File: src/rtl/dbs_pkg.sv
package dbs_pkg;

   typedef enum logic [1:0] {
      ST_IDLE   = 2'd0,
      ST_ISSUE  = 2'd1,
      ST_SETTLE = 2'd2
   } dbs_state_e;

   typedef struct packed {
      logic scl;
      logic sda;
   } line_pair_t;

   localparam int unsigned BYTE_W        = 8;
   localparam int unsigned WR_PER_BIT    = 3;
   localparam int unsigned BITS_PER_SLOT = BYTE_W + 1;
   localparam int unsigned NUM_SLOTS     = 3;
   localparam int unsigned COND_WR       = 3;
   localparam int unsigned SLOT_WR       = BITS_PER_SLOT * WR_PER_BIT;
   localparam int unsigned TOTAL_WR      = 2 * COND_WR + NUM_SLOTS * SLOT_WR;
   localparam int unsigned STEP_W        = $clog2(TOTAL_WR);

endpackage

File: src/rtl/dbs_settle_timer.sv
module dbs_settle_timer #(
   parameter int unsigned SETTLE_CYC = 1250
) (
   input  logic clk,
   input  logic rst_n,
   input  logic load_i,
   output logic zero_o
);

   generate
      if (SETTLE_CYC < 1) begin : g_bad
         $error("SETTLE_CYC must be at least 1");
      end

      if (SETTLE_CYC == 1) begin : g_none
         assign zero_o = 1'b1;
      end else begin : g_count
         localparam int unsigned CNT_W = $clog2(SETTLE_CYC);
         localparam logic [CNT_W-1:0] RELOAD = CNT_W'(SETTLE_CYC - 1);
         logic [CNT_W-1:0] cnt_q;

         always_ff @(posedge clk or negedge rst_n) begin
            if (!rst_n) begin
               cnt_q <= '0;
            end else if (load_i) begin
               cnt_q <= RELOAD;
            end else if (cnt_q != '0) begin
               cnt_q <= cnt_q - 1'b1;
            end
         end

         assign zero_o = (cnt_q == '0);

         // a fresh load always opens a non-empty settling window
         p_armed_r7: assert property (@(posedge clk) disable iff (!rst_n)
            load_i |=> !zero_o);
      end
   endgenerate

endmodule

File: src/rtl/dbs_line_sequencer.sv
module dbs_line_sequencer
   import dbs_pkg::*;
#(
   parameter logic [7:0] DEV_BYTE = 8'h9C,
   parameter logic [7:0] SUB_BYTE = 8'h00
) (
   input  logic [STEP_W-1:0] step_i,
   input  logic [7:0]        code_i,
   output line_pair_t        lines_o
);

   localparam logic [STEP_W-1:0] STOP_FIRST = STEP_W'(TOTAL_WR - COND_WR);

   logic [STEP_W-1:0] k;
   logic [1:0]        slot;
   logic [STEP_W-1:0] r;
   logic [3:0]        bit_idx;
   logic [1:0]        sub;
   logic [7:0]        cur_byte;
   logic              d;

   always_comb begin
      k        = step_i - STEP_W'(COND_WR);
      slot     = 2'(k / STEP_W'(SLOT_WR));
      r        = k % STEP_W'(SLOT_WR);
      bit_idx  = 4'(r / STEP_W'(WR_PER_BIT));
      sub      = 2'(r % STEP_W'(WR_PER_BIT));
      case (slot)
         2'd0:    cur_byte = DEV_BYTE;
         2'd1:    cur_byte = SUB_BYTE;
         default: cur_byte = code_i;
      endcase
      d = (bit_idx < 4'(BYTE_W)) ? cur_byte[3'(4'd7 - bit_idx)] : 1'b0;

      if (step_i < STEP_W'(COND_WR)) begin
         // opening condition: data falls while clock high, then clock falls
         lines_o.scl = (step_i != STEP_W'(2));
         lines_o.sda = (step_i == STEP_W'(0));
      end else if (step_i >= STOP_FIRST) begin
         // closing condition: clock rises, then data rises while clock high
         lines_o.scl = (step_i != STOP_FIRST);
         lines_o.sda = (step_i == STOP_FIRST + STEP_W'(2));
      end else begin
         lines_o.scl = (sub == 2'd1);
         lines_o.sda = d;
      end
   end

endmodule

File: src/rtl/bias_dac_serializer.sv
module bias_dac_serializer
   import dbs_pkg::*;
#(
   parameter int unsigned ADDR_W     = 8,
   parameter int unsigned DATA_W     = 8,
   parameter int unsigned REG_ADDR   = 3,
   parameter int unsigned CLK_BIT    = 0,
   parameter int unsigned DAT_BIT    = 1,
   parameter int unsigned SETTLE_CYC = 1250,
   parameter logic [7:0]  DEV_BYTE   = 8'h9C,
   parameter logic [7:0]  SUB_BYTE   = 8'h00
) (
   input  logic              clk,
   input  logic              rst_n,
   input  logic              start_i,
   input  logic [DATA_W-1:0] base_i,
   input  logic [7:0]        code_i,
   input  logic              wr_ready_i,
   output logic [ADDR_W-1:0] wr_addr_o,
   output logic [DATA_W-1:0] wr_data_o,
   output logic              wr_strobe_o,
   output logic              busy_o,
   output logic              done_o
);

   localparam logic [STEP_W-1:0] LAST_STEP = STEP_W'(TOTAL_WR - 1);

   generate
      if (CLK_BIT == DAT_BIT) begin : g_bad_bits
         $error("clock and data bit positions must differ");
      end
      if (CLK_BIT >= DATA_W || DAT_BIT >= DATA_W) begin : g_bad_pos
         $error("line bit positions exceed DATA_W");
      end
      if (REG_ADDR >= (1 << ADDR_W)) begin : g_bad_addr
         $error("REG_ADDR does not fit ADDR_W");
      end
   endgenerate

   dbs_state_e        state_q;
   logic [STEP_W-1:0] step_q;
   logic [DATA_W-1:0] base_q;
   logic [7:0]        code_q;
   logic              done_q;
   logic              settle_zero;
   line_pair_t        lines;

   dbs_line_sequencer #(
      .DEV_BYTE (DEV_BYTE),
      .SUB_BYTE (SUB_BYTE)
   ) u_seq (
      .step_i  (step_q),
      .code_i  (code_q),
      .lines_o (lines)
   );

   dbs_settle_timer #(
      .SETTLE_CYC (SETTLE_CYC)
   ) u_timer (
      .clk    (clk),
      .rst_n  (rst_n),
      .load_i (wr_strobe_o),
      .zero_o (settle_zero)
   );

   always_ff @(posedge clk or negedge rst_n) begin
      if (!rst_n) begin
         state_q <= ST_IDLE;
         step_q  <= '0;
         base_q  <= '0;
         code_q  <= '0;
         done_q  <= 1'b0;
      end else begin
         done_q <= 1'b0;
         case (state_q)
            ST_IDLE: begin
               if (start_i) begin
                  base_q  <= base_i;
                  code_q  <= code_i;
                  step_q  <= '0;
                  state_q <= ST_ISSUE;
               end
            end
            ST_ISSUE: begin
               if (wr_ready_i) state_q <= ST_SETTLE;
            end
            ST_SETTLE: begin
               if (settle_zero) begin
                  if (step_q == LAST_STEP) begin
                     state_q <= ST_IDLE;
                     done_q  <= 1'b1;
                  end else begin
                     step_q  <= step_q + 1'b1;
                     state_q <= ST_ISSUE;
                  end
               end
            end
            default: state_q <= ST_IDLE;
         endcase
      end
   end

   always_comb begin
      wr_data_o          = base_q;
      wr_data_o[CLK_BIT] = lines.scl;
      wr_data_o[DAT_BIT] = lines.sda;
   end

   assign wr_addr_o   = ADDR_W'(REG_ADDR);
   assign wr_strobe_o = (state_q == ST_ISSUE) && wr_ready_i;
   assign busy_o      = (state_q != ST_IDLE);
   assign done_o      = done_q;

   // a held write keeps its image until the port takes it
   p_hold_r8: assert property (@(posedge clk) disable iff (!rst_n)
      (state_q == ST_ISSUE && !wr_ready_i) |=> (state_q == ST_ISSUE && $stable(wr_data_o)));

   // strobes never come back to back
   p_gap_r7: assert property (@(posedge clk) disable iff (!rst_n)
      wr_strobe_o |=> !wr_strobe_o);

   // done is a lone pulse outside a transaction
   p_done_pulse_r10: assert property (@(posedge clk) disable iff (!rst_n)
      done_o |=> !done_o);
   p_done_idle_r10: assert property (@(posedge clk) disable iff (!rst_n)
      done_o |-> !busy_o);

   // a request during a transaction leaves the latched operands alone
   p_ignore_r9: assert property (@(posedge clk) disable iff (!rst_n)
      (busy_o && start_i) |=> ($stable(base_q) && $stable(code_q)));

   // nothing is written while idle
   p_quiet_idle_r11: assert property (@(posedge clk) disable iff (!rst_n)
      !busy_o |-> !wr_strobe_o);

endmodule

File: config.mk
export PLATFORM = sky130hd
export DESIGN_NAME = bias_dac_serializer
export DESIGN_NICKNAME = d
export VERILOG_FILES = /design/src/rtl/dbs_pkg.sv /design/src/rtl/dbs_settle_timer.sv /design/src/rtl/dbs_line_sequencer.sv /design/src/rtl/bias_dac_serializer.sv
export SDC_FILE = /design/constraint.sdc
export NUM_CORES = 1
export LEC_CHECK = 0
export BUFFER_PORTS_ARGS = -buffer_cell sky130_fd_sc_hd__buf_2
export CAP_MARGIN = 20
export CORE_MARGIN = 5
export CORE_UTILIZATION = 59
export CTS_CLUSTER_DIAMETER = 40
export DETAILED_ROUTE_END_ITERATION = 12
export GPL_ROUTABILITY_DRIVEN = 0
export PLACE_DENSITY = 0.85
export SLEW_MARGIN = 40
export SYNTH_ARGS = -nofsm -noshare
export SYNTH_HDL_FRONTEND = slang
export SYNTH_SLANG_ARGS = --single-unit
export TNS_END_PERCENT = 10
File: constraint.sdc
create_clock -name clk -period 7.7 [get_ports clk]
set_input_delay 1.54 -clock clk [delete_from_list [all_inputs] [get_ports clk]]
set_output_delay 1.54 -clock clk [all_outputs]
set_load 0.03 [all_outputs]
Word level (Yosys, flattened, before mapping)
Index checks and enable logic that the tools add are counted.
Cells by class
  add/subtract/negate cells: 4
  divide/modulo/power cells: 4
  $lt $le $gt $ge: 4
  equality and inequality tests: 11
  multiplexer cells: 20
  reductions and logical operators: 12
Operators by type and width (number)
  two-way mux 11 bit: 2
  two-way mux 7 bit: 3
  one-hot mux 8 bit (2 select lines): 1
  one-hot mux 7 bit (2 select lines): 1
  zero test 11 bit: 1
  nonzero test 11 bit: 1
  subtractor 11 x 1 -> 11 bit, second input constant: 1
  two-way mux 2 bit: 5
  != test 2 bit, second input constant: 4
  adder 7 x 1 -> 7 bit, second input constant: 1
  divider 7 x 2 -> 7 bit, second input constant: 1
  divider 7 x 5 -> 7 bit, second input constant: 1
  equality test 7 bit, second input constant: 1
  >= comparator 7 bit, second input constant: 1
  zero test 7 bit: 1
  less-than comparator 7 x 2 -> 1 bit, second input constant: 1
  remainder unit 7 x 2 -> 7 bit, second input constant: 1
  remainder unit 7 x 5 -> 7 bit, second input constant: 1
  != test 7 x 2 -> 1 bit, second input constant: 1
  != test 7 bit, second input constant: 1
  subtractor 7 x 2 -> 7 bit, second input constant: 1
  equality test 2 x 1 -> 1 bit, second input constant: 3
  two-way mux 1 bit: 6
  one-hot mux 2 bit (3 select lines): 1
  other kinds (11): 14
Storage, ports and cells
  register bits: 37
  word-level logic and storage cells: 61

Logic depth before layout (Yosys ltp)
Gate-level depths: netlist of run 1.
  depth in word-level cells: 9
  depth in mapped cells: 27

Cells and area by module
A second synthesis of run 1 with hierarchy kept.
Second synthesis, totals
  cell total of the unflattened synthesis: 397
  area, all modules: 3525.9 µm²
By module, submodules not included
  dbs_line_sequencer: times used 1, cells each 232, area an instance 1710.4 µm², seq. area each 0.0 µm²
  bias_dac_serializer: times used 1, cells each 103, area an instance 1211.2 µm², seq. area each 600.6 µm²
  dbs_settle_timer: times used 1, cells each 62, area an instance 604.3 µm², seq. area each 275.3 µm²

Least setup slack after synthesis of run 1
OpenSTA, ideal clock, no wires.
  path type: flip-flop to output port
  start: register step_q[0]
  end: output wr_data_o[1]
  arrival: 5.894 ns
  data required time: 6.160 ns
  slack: 0.266 ns
  cell stages (with the launch flop): 27
  path through: dfrtp_1 ha_1 clkbuf_1 nor3_1 nand2_1 a311oi_1 o211a_1 clkinv_1 ha_1 a21o_1 o221ai_1 a211oi_1 a21oi_1 or2_1 o41ai_4 and2_1 nand4_1 and3_1 buf_6 inv_1 ha_1 nor3b_1 o221a_4 nand3_2 mux2_2 a221o_1 a21oi_1
On the way
  cells in the longest elaborated chain, start to end: 9
  elaborated cells between the ends (all ways): 18
Ends and longest elaborated chain
  start, declared: RTL line bias_dac_serializer.sv:41  | logic [STEP_W-1:0] step_q;
  start signal, assigned: RTL line bias_dac_serializer.sv:93  | step_q <= step_q + 1'b1;
  subtractor 7 x 2 -> 7 bit: RTL line dbs_line_sequencer.sv:23  | k = step_i - STEP_W'(COND_WR);
  remainder unit 7 x 5 -> 7 bit / divider 7 x 5 -> 7 bit (equally long branches): RTL line dbs_line_sequencer.sv:25, dbs_line_sequencer.sv:24
  divider 7 x 2 -> 7 bit, or another cell as far along: RTL line dbs_line_sequencer.sv:26  | bit_idx = 4'(r / STEP_W'(WR_PER_BIT));
  subtractor 3 bit / one-hot mux 8 bit (2 select lines) (equally long branches): RTL line dbs_line_sequencer.sv:33, dbs_line_sequencer.sv:28
  binary-select mux 1 bit (select 3 bit): RTL line dbs_line_sequencer.sv:33  | d = (bit_idx < 4'(BYTE_W)) ? cur_byte[3'(4'd7 - bit_idx)] : 1'b0;
  two-way mux 1 bit (implied by the code): RTL line dbs_line_sequencer.sv:33
  two-way mux 1 bit: RTL line dbs_line_sequencer.sv:33
  two-way mux 2 bit: RTL line dbs_line_sequencer.sv:39  | end else if (step_i >= STOP_FIRST) begin
  two-way mux 2 bit (*): RTL line dbs_line_sequencer.sv:35  | if (step_i < STEP_W'(COND_WR)) begin
  end, declared: RTL line bias_dac_serializer.sv:20  | output logic [DATA_W-1:0] wr_data_o,
Every way passes the cells marked *; elsewhere a longest branch is shown, timed or not. The select of a mux whose other input is x is not followed.

Worst setup path after layout of run 1
  start: register step_q[3]
  end: output wr_data_o[1]
Same word-level chain as after synthesis.

==> key figures, run 1 <==
Drt
  • DRC: 0
  • Routed WL: ~9000 um
  • Initial DRC Count: between 200 and 300
  • Vias: around 3,300
  • DRT Pass-1 Iters: 7
  • WL/cell: approximately 18 um
  • Routed Antenna Nets: 0
  • Vias per cell: 6.35

Yosys
  • Largest cells by area after synthesis: dfrtp_1, mux2_2, nand2_1
  • Post-synth EDFFs: 0
  • Cell with the most instances after synthesis: nand2_1
  • Yosys top cell area share: 0.267
  • Largest area contributor in the netlist: dfrtp_1
  • Synth async-reset ratio: 1.00
  • Synth Register Bits: 35
  • Mapped Cells: just under 400
  • Synth top cells by count: nand2_1, dfrtp_1, nor2_1
  • Seq/Total Area, Yosys: 0.267
  • Mapped cell area: 0.00328 sq mm
  • Top_reg_cell synth: dfrtp_1
  • Yosys Warn Count: 0
  • Mapped Avg Cell Area: ~8.4 sq um
  • Netlist cell types: 75

Global routing
  • First-pass GRT wire length: approximately 14,000 um
  • M2 GR Usage: 0.370
  • Routing usage on met3: 0.0500
  • Initial antenna violation count: 0
  • Total grt overflow: 0
  • Vias in the first global route: ~3,000
  • Largest net degree at the start of global routing: 36
  • GRT busiest layer: met2
  • Met1 GRT Util: 0.286
  • GRT Overall Usage: 0.223

Setup path
  • Nature of the critical path startpoint: flop
  • Worst R2R Path Depth: 12
  • Largest stage delay on the critical path: between 0.5 and 0.6 ns
  • Critical path depth in cells: 26
  • Crit path arrival time: approximately 6.1 ns
  • Slowest-stage cell, CP: or3_1
  • CP delay by family, top: compound AO/OA/AOI/OAI gates
  • Worst Path Buf+Inv: 5
  • WP data required: 6.16 ns
  • Critical path endpoint category: output port
  • CP Class: reg -> out
  • Crit-path max FO: 10

Cells and area
  • Fin nets: roughly 480
  • Synth-to-layout area growth: 23.3%
  • Final Util: 0.743
  • # diodes: 0
  • Layout cell share with drive strength beyond 1: 0.318
  • # fillers: approximately 370

Floorplanning
  • Die Height: about 85 um
  • Initial Utilization: 0.603
  • Die area: 0.00715 sq mm
  • IO Pins: 39
  • Die extent in x: between 80 and 90 um
  • # rows: 27
  • Placeable Area: ~0.0054 sq mm

Timing
  • Final hold vios: 0
  • RSZ-0062 raised after global routing: yes
  • # setup viols final: 0
  • Max frequency: roughly 0.13 GHz
  • Max Slew Vio Count: 0
  • Tmin final: around 7.6 ns
  • Worst-case clock skew: a little under 0.008 ns
  • Period utilisation layout: 0.988
  • TNS Setup: 0 ns
  • Slew @ Worst Pin: 0.832 ns
  • Max_slew headroom: 0.443
  • Hold slack: around 0.50 ns

Clock network
  • Cts hold-fix bufs: 0
  • Num CTS Buffers: 5
  • CTS tree: done
  • CTS clk-pin slew, worst paths: approximately 0.070 ns
  • TritonCTS Sinks: 35
  • Clock Path Buffers: 2
  • Root buffer cell: clkbuf_8
  • H-tree Lvls: 2
  • Clock Latency Late Sink: 0.30 ns

Placement
  • Post-detail-place hpwl: just under 6000 um
  • Port Buffers: 28

Min path
  • Hold crit path type: reg -> reg
  • Min-Delay Path Depth: 1

Outcome
  • Status: completed

Run
  • Max-cap violations: 0
==> what timing repair did <==
| action | 4_1_cts | 5_1_grt |
|---|---|---|
| endpoints found under the hold margin | 0 | 0 |
| setup buffers | 1 | 19 |
| endpoints found under the setup margin | 2 | 2 |
| pin swaps | 2 | 11 |
| resized for setup | 8 | 43 |
==> metrics by stage <==
step | cells | setup WS, ns | cell area, sq um
2_1_floorplan | 396 | 0.266 | 3300
3_3_place_gp | 491 | 0.234 | 3530
3_5_place_dp | 491 | 0.0884 | 3530
4_1_cts | 500 | 0.00494 | 3700
5_1_grt | 519 | -0.188 | 4040
6_report | 519 | 0.0912 | 4040
==> state kept, by name, summed over array words and instances (netlist names) <==
register               count
u_timer.g_count.cnt_q     11
state_q                    2
base_q                     6
done_o                     1
step_q                     7
code_q                     8
==> cell families (layout without fill, tap and decap cells) <==
| logic type | Yosys count | in the layout | share of synthesized area |
|---|---|---|---|
| adder cells (fa/ha/maj) | 9 | 9 | 0.0343 |
| flip-flops | 35 | 35 | 0.267 |
| other | 2 | 8 | 0.00229 |
| AO/OA/AOI/OAI | 109 | 109 | 0.268 |
| buffers and inverters | 41 | 92 | 0.0630 |
| multiplexers | 18 | 18 | 0.0603 |
| XOR/XNOR | 23 | 23 | 0.0637 |
| AND/OR/NAND/NOR | 153 | 153 | 0.242 |
==> final timing paths <==
kind                                          start                       end  slack (ns)
setup reg to reg           u_timer.g_count.cnt_q[0]                 step_q[6]        4.74
min in group asynchronous                     rst_n  u_timer.g_count.cnt_q[8]        1.18
setup / recovery                          step_q[3]              wr_data_o[1]        0.09
hold reg to reg                           base_q[6]                 base_q[6]        0.50
max in group asynchronous                     rst_n                 step_q[2]        6.19
hold / removal                            base_q[6]                 base_q[6]        0.50
==> final cells by class <==
type                            instances  area (sq um)  area share
Tap cell                               72          90.1      0.0223
Inverter                               17          63.8      0.0158
Timing Repair Buffer                   67           445       0.110
Multi-Input combinational cell        320          2440       0.605
Clock inverter                          2          35.0     0.00867
Clock buffer                            6          82.6      0.0204
Sequential cell                        35           881       0.218
==> layout by cell type, fill, tap and decap left out, types with 6 or more instances in the layout <==
cell | synthesis | routed
conb_1 | 2 | 8
dfrtp_1 | 35 | 33
buf_2 | 6 | 26
inv_1 | 16 | 16
ha_1 | 9 | 6
a21oi_1 | 13 | 11
and3_1 | 6 | 6
nand3_1 | 17 | 16
nor2_1 | 33 | 31
and2_1 | 10 | 10
nand2_1 | 36 | 35
o21ai_0 | 21 | 18
clkbuf_8 | 0 | 6
buf_4 | 8 | 39
o211ai_1 | 6 | 6
xor2_1 | 8 | 8
mux2_2 | 14 | 14
xnor2_1 | 14 | 13
a31oi_1 | 8 | 6
nor3_1 | 12 | 10
==> metal layers <==
| metal | share of wire | up-vias |
|---|---|---|
| met1 | 0.39 | 1575 |
| met2 | 0.51 | 162 |
| li1 | - | 1531 |
| met3 | 0.069 | 28 |
| met4 | 0.024 | 0 |
| met5 | 0 | - |
Power of run 1 is left out: the tool's default activity adds up to more than one toggle a clock period on the data nets, which glitch-free logic cannot reach.
==> inputs of run 2 (changes only) <==
--- a/config.mk
+++ b/config.mk
@@ -12,6 +12,7 @@
 export CTS_CLUSTER_DIAMETER = 40
 export DETAILED_ROUTE_END_ITERATION = 12
 export GPL_ROUTABILITY_DRIVEN = 0
+export MAX_ROUTING_LAYER = met4
 export PLACE_DENSITY = 0.85
 export SLEW_MARGIN = 40
 export SYNTH_ARGS = -nofsm -noshare
==> key figures, run 2 (synthesis gave the netlist of run 1 again) <==
Setup path
  • Reg2Reg Setup Slack: 4.73 ns (about the same)
  • Worst R2R Path Depth: 10 (-2)
  • Slowest-stage cell, CP: dfrtp_1
  • Reg2reg end: step_q[6]
  • Critical path endpoint category: output port
  • Largest stage delay on the critical path: 0.42 ns (-0.15 ns)
  • Crit-path max FO: 6 (-4)
  • Cell mode on critical path: buf_4
  • Crit path arrival time: 6.09 ns (+0.02 ns)
  • CP Class: reg -> out
  • Nature of the critical path startpoint: flop
  • WP data required: 6.16 ns (about the same)
  • Worst r2r src: u_timer.g_count.cnt_q[7]

Clock network
  • Clock Path Buffers: 2 (unchanged)
  • CTS tree: done
  • Clock Latency Late Sink: 0.29 ns (about the same)
  • CTS clk-pin slew, worst paths: 0.07 ns (about the same)
  • H-tree Lvls: 2 (unchanged)
  • Root buffer cell: clkbuf_8
  • Cts hold-fix bufs: 0 (unchanged)
  • Num CTS Buffers: 5 (unchanged)
  • TritonCTS Sinks: 35 (unchanged)

Floorplanning
  • Initial Utilization: 0.603 (unchanged)
  • Die area: 0.00715 sq mm (unchanged)
  • Placeable Area: 0.00544 sq mm (unchanged)
  • # rows: 27 (unchanged)
  • Die Height: 84.6 um (unchanged)
  • IO Pins: 39 (unchanged)
  • Die extent in x: 84.6 um (unchanged)

Cells and area
  • Fin area: 0.00404 sq mm (unchanged)
  • Max reg flops: 11 (unchanged)
  • # fillers: 365 (unchanged)
  • Most frequent cells in the layout: buf_4, nand2_1, dfrtp_1, nor2_1, buf_2
  • Reg with most FFs: u_timer.g_count.cnt_q
  • Area occupied by multi-input gates: 0.00244 sq mm (unchanged)
  • FF+latch area: 881 sq um (unchanged)
  • Layout cell share with drive strength beyond 1: 0.318 (unchanged)
  • Fin nets: 475 (unchanged)
  • Synth-to-layout area growth: 23.3% (unchanged)
  • Non-filler cells, final: 519 (unchanged)
  • Largest regs: u_timer.g_count.cnt_q: 11 flops, code_q: 8 flops, step_q: 7 flops
  • Most common cell after layout, fill and taps aside: buf_4
  • # diodes: 0 (unchanged)

Outcome
  • Status: completed

Global routing
  • Total grt overflow: 0 (unchanged)
  • GRT Overall Usage: 0.230 (+0.00692)
  • Vias in the first global route: 2,992 (-0.10%)
  • First-pass GRT wire length: 13,500 um (-0.15%)
  • Initial antenna violation count: 0 (unchanged)
  • Largest net degree at the start of global routing: 36 (unchanged)

Timing
  • Period utilisation layout: 0.991 (+0.00307)
  • TNS Setup: 0 ns (unchanged)
  • Worst-case clock skew: 0.00745 ns (-0.000475 ns)
  • Tmin final: 7.63 ns (+0.0236 ns)
  • Max_slew headroom: 0.443 (about the same)
  • # setup viols final: 0 (unchanged)
  • Max Slew Vio Count: 0 (unchanged)
  • Max frequency: 0.131 GHz (-0.31%)
  • Slew @ Worst Pin: 0.831 ns (-0.000410 ns)
  • Final hold vios: 0 (unchanged)

Drt
  • WL/cell: 17.7 um (+0.23%)
  • Initial DRC Count: 222 (-17%)
  • Routed Antenna Nets: 0 (unchanged)
  • Vias per cell: 6.39 (+0.70%)
  • Vias: 3,319 (+0.70%)
  • DRT Pass-1 Iters: 6 (-1)
  • Routed WL: 9190 um (+0.23%)
  • DRC: 0 (unchanged)

Min path
  • Hold EP: base_q[6]
  • Min-Delay Path Depth: 1 (unchanged)
  • Hold crit path type: reg -> reg
  • Startpoint of the worst hold path: base_q[6]

Placement
  • Post-placement cell count: 491 (unchanged)
  • Port Buffers: 28 (unchanged)
  • Post-detail-place hpwl: 5790 um (unchanged)
  • Dpl cell area: 0.00353 sq mm (unchanged)

Run
  • Max-cap violations: 0 (unchanged)
[run 2: cell counts in the layout (fill, tap and decap cells not counted)]
Identical to the previous run, type by type.
[run 2: worst max path at each step]
stage | startpoint | to | cells past startpoint
after detailed placement | step_q[0] | wr_data_o[1] | 25
after global placement | step_q[0] | wr_data_o[1] | 27
after floorplan | step_q[0] | wr_data_o[1] | 26
after CTS | step_q[0] | wr_data_o[1] | 24
after global routing | step_q[0] | wr_data_o[1] | 28
final | step_q[0] | wr_data_o[1] | 28
[run 2: timing repair]
| action | 4_1_cts | 5_1_grt |
|---|---|---|
| resized for setup | 8 | 43 |
| endpoints found under the setup margin | 2 | 2 |
| setup buffers | 1 | 19 |
| pin swaps | 2 | 11 |
[run 2: worst max-delay path: cells and delay by family, from the launching register on]
kind            cells  cell delay [ns]
compound gates     12             2.56
buf+inv             7             1.04
simple gates        4             0.68
fa+ha+maj           2             0.42
flops               1             0.42
xor+xnor            2             0.39
mux                 1             0.29
[run 2: stage by stage]
| stage | util | hold WS (ns) | setup WS (ns) |
|---|---|---|---|
| finish | 0.743 | 0.503 | 0.0676 |
| CTS | 0.680 | 0.507 | 0.00494 |
| global placement | 0.649 | 0.473 | 0.234 |
| global route | 0.743 | 0.539 | -0.186 |
| floorplan | - | 0.459 | 0.266 |
| detailed placement | 0.649 | 0.491 | 0.0884 |
[run 2: final cells by class]
cell class                      instances  area share
Inverter                               17      0.0158
Clock buffer                            6      0.0204
Timing Repair Buffer                   67       0.110
Clock inverter                          2     0.00867
Multi-Input combinational cell        320       0.605
Tap cell                               72      0.0223
Sequential cell                        35       0.218
[run 2: metal layers]
layer  vias to the layer above  wire length [um]  track usage  share of wire
met1                      1581              3660        0.291           0.40
met2                       171              4670        0.371           0.51
met4                         0               262       0.0806          0.029
met3                        34               597       0.0412          0.065
li1                       1533                 -            -              -
met5                         -                 0            -              0
Power of run 2 is left out for the same reason.
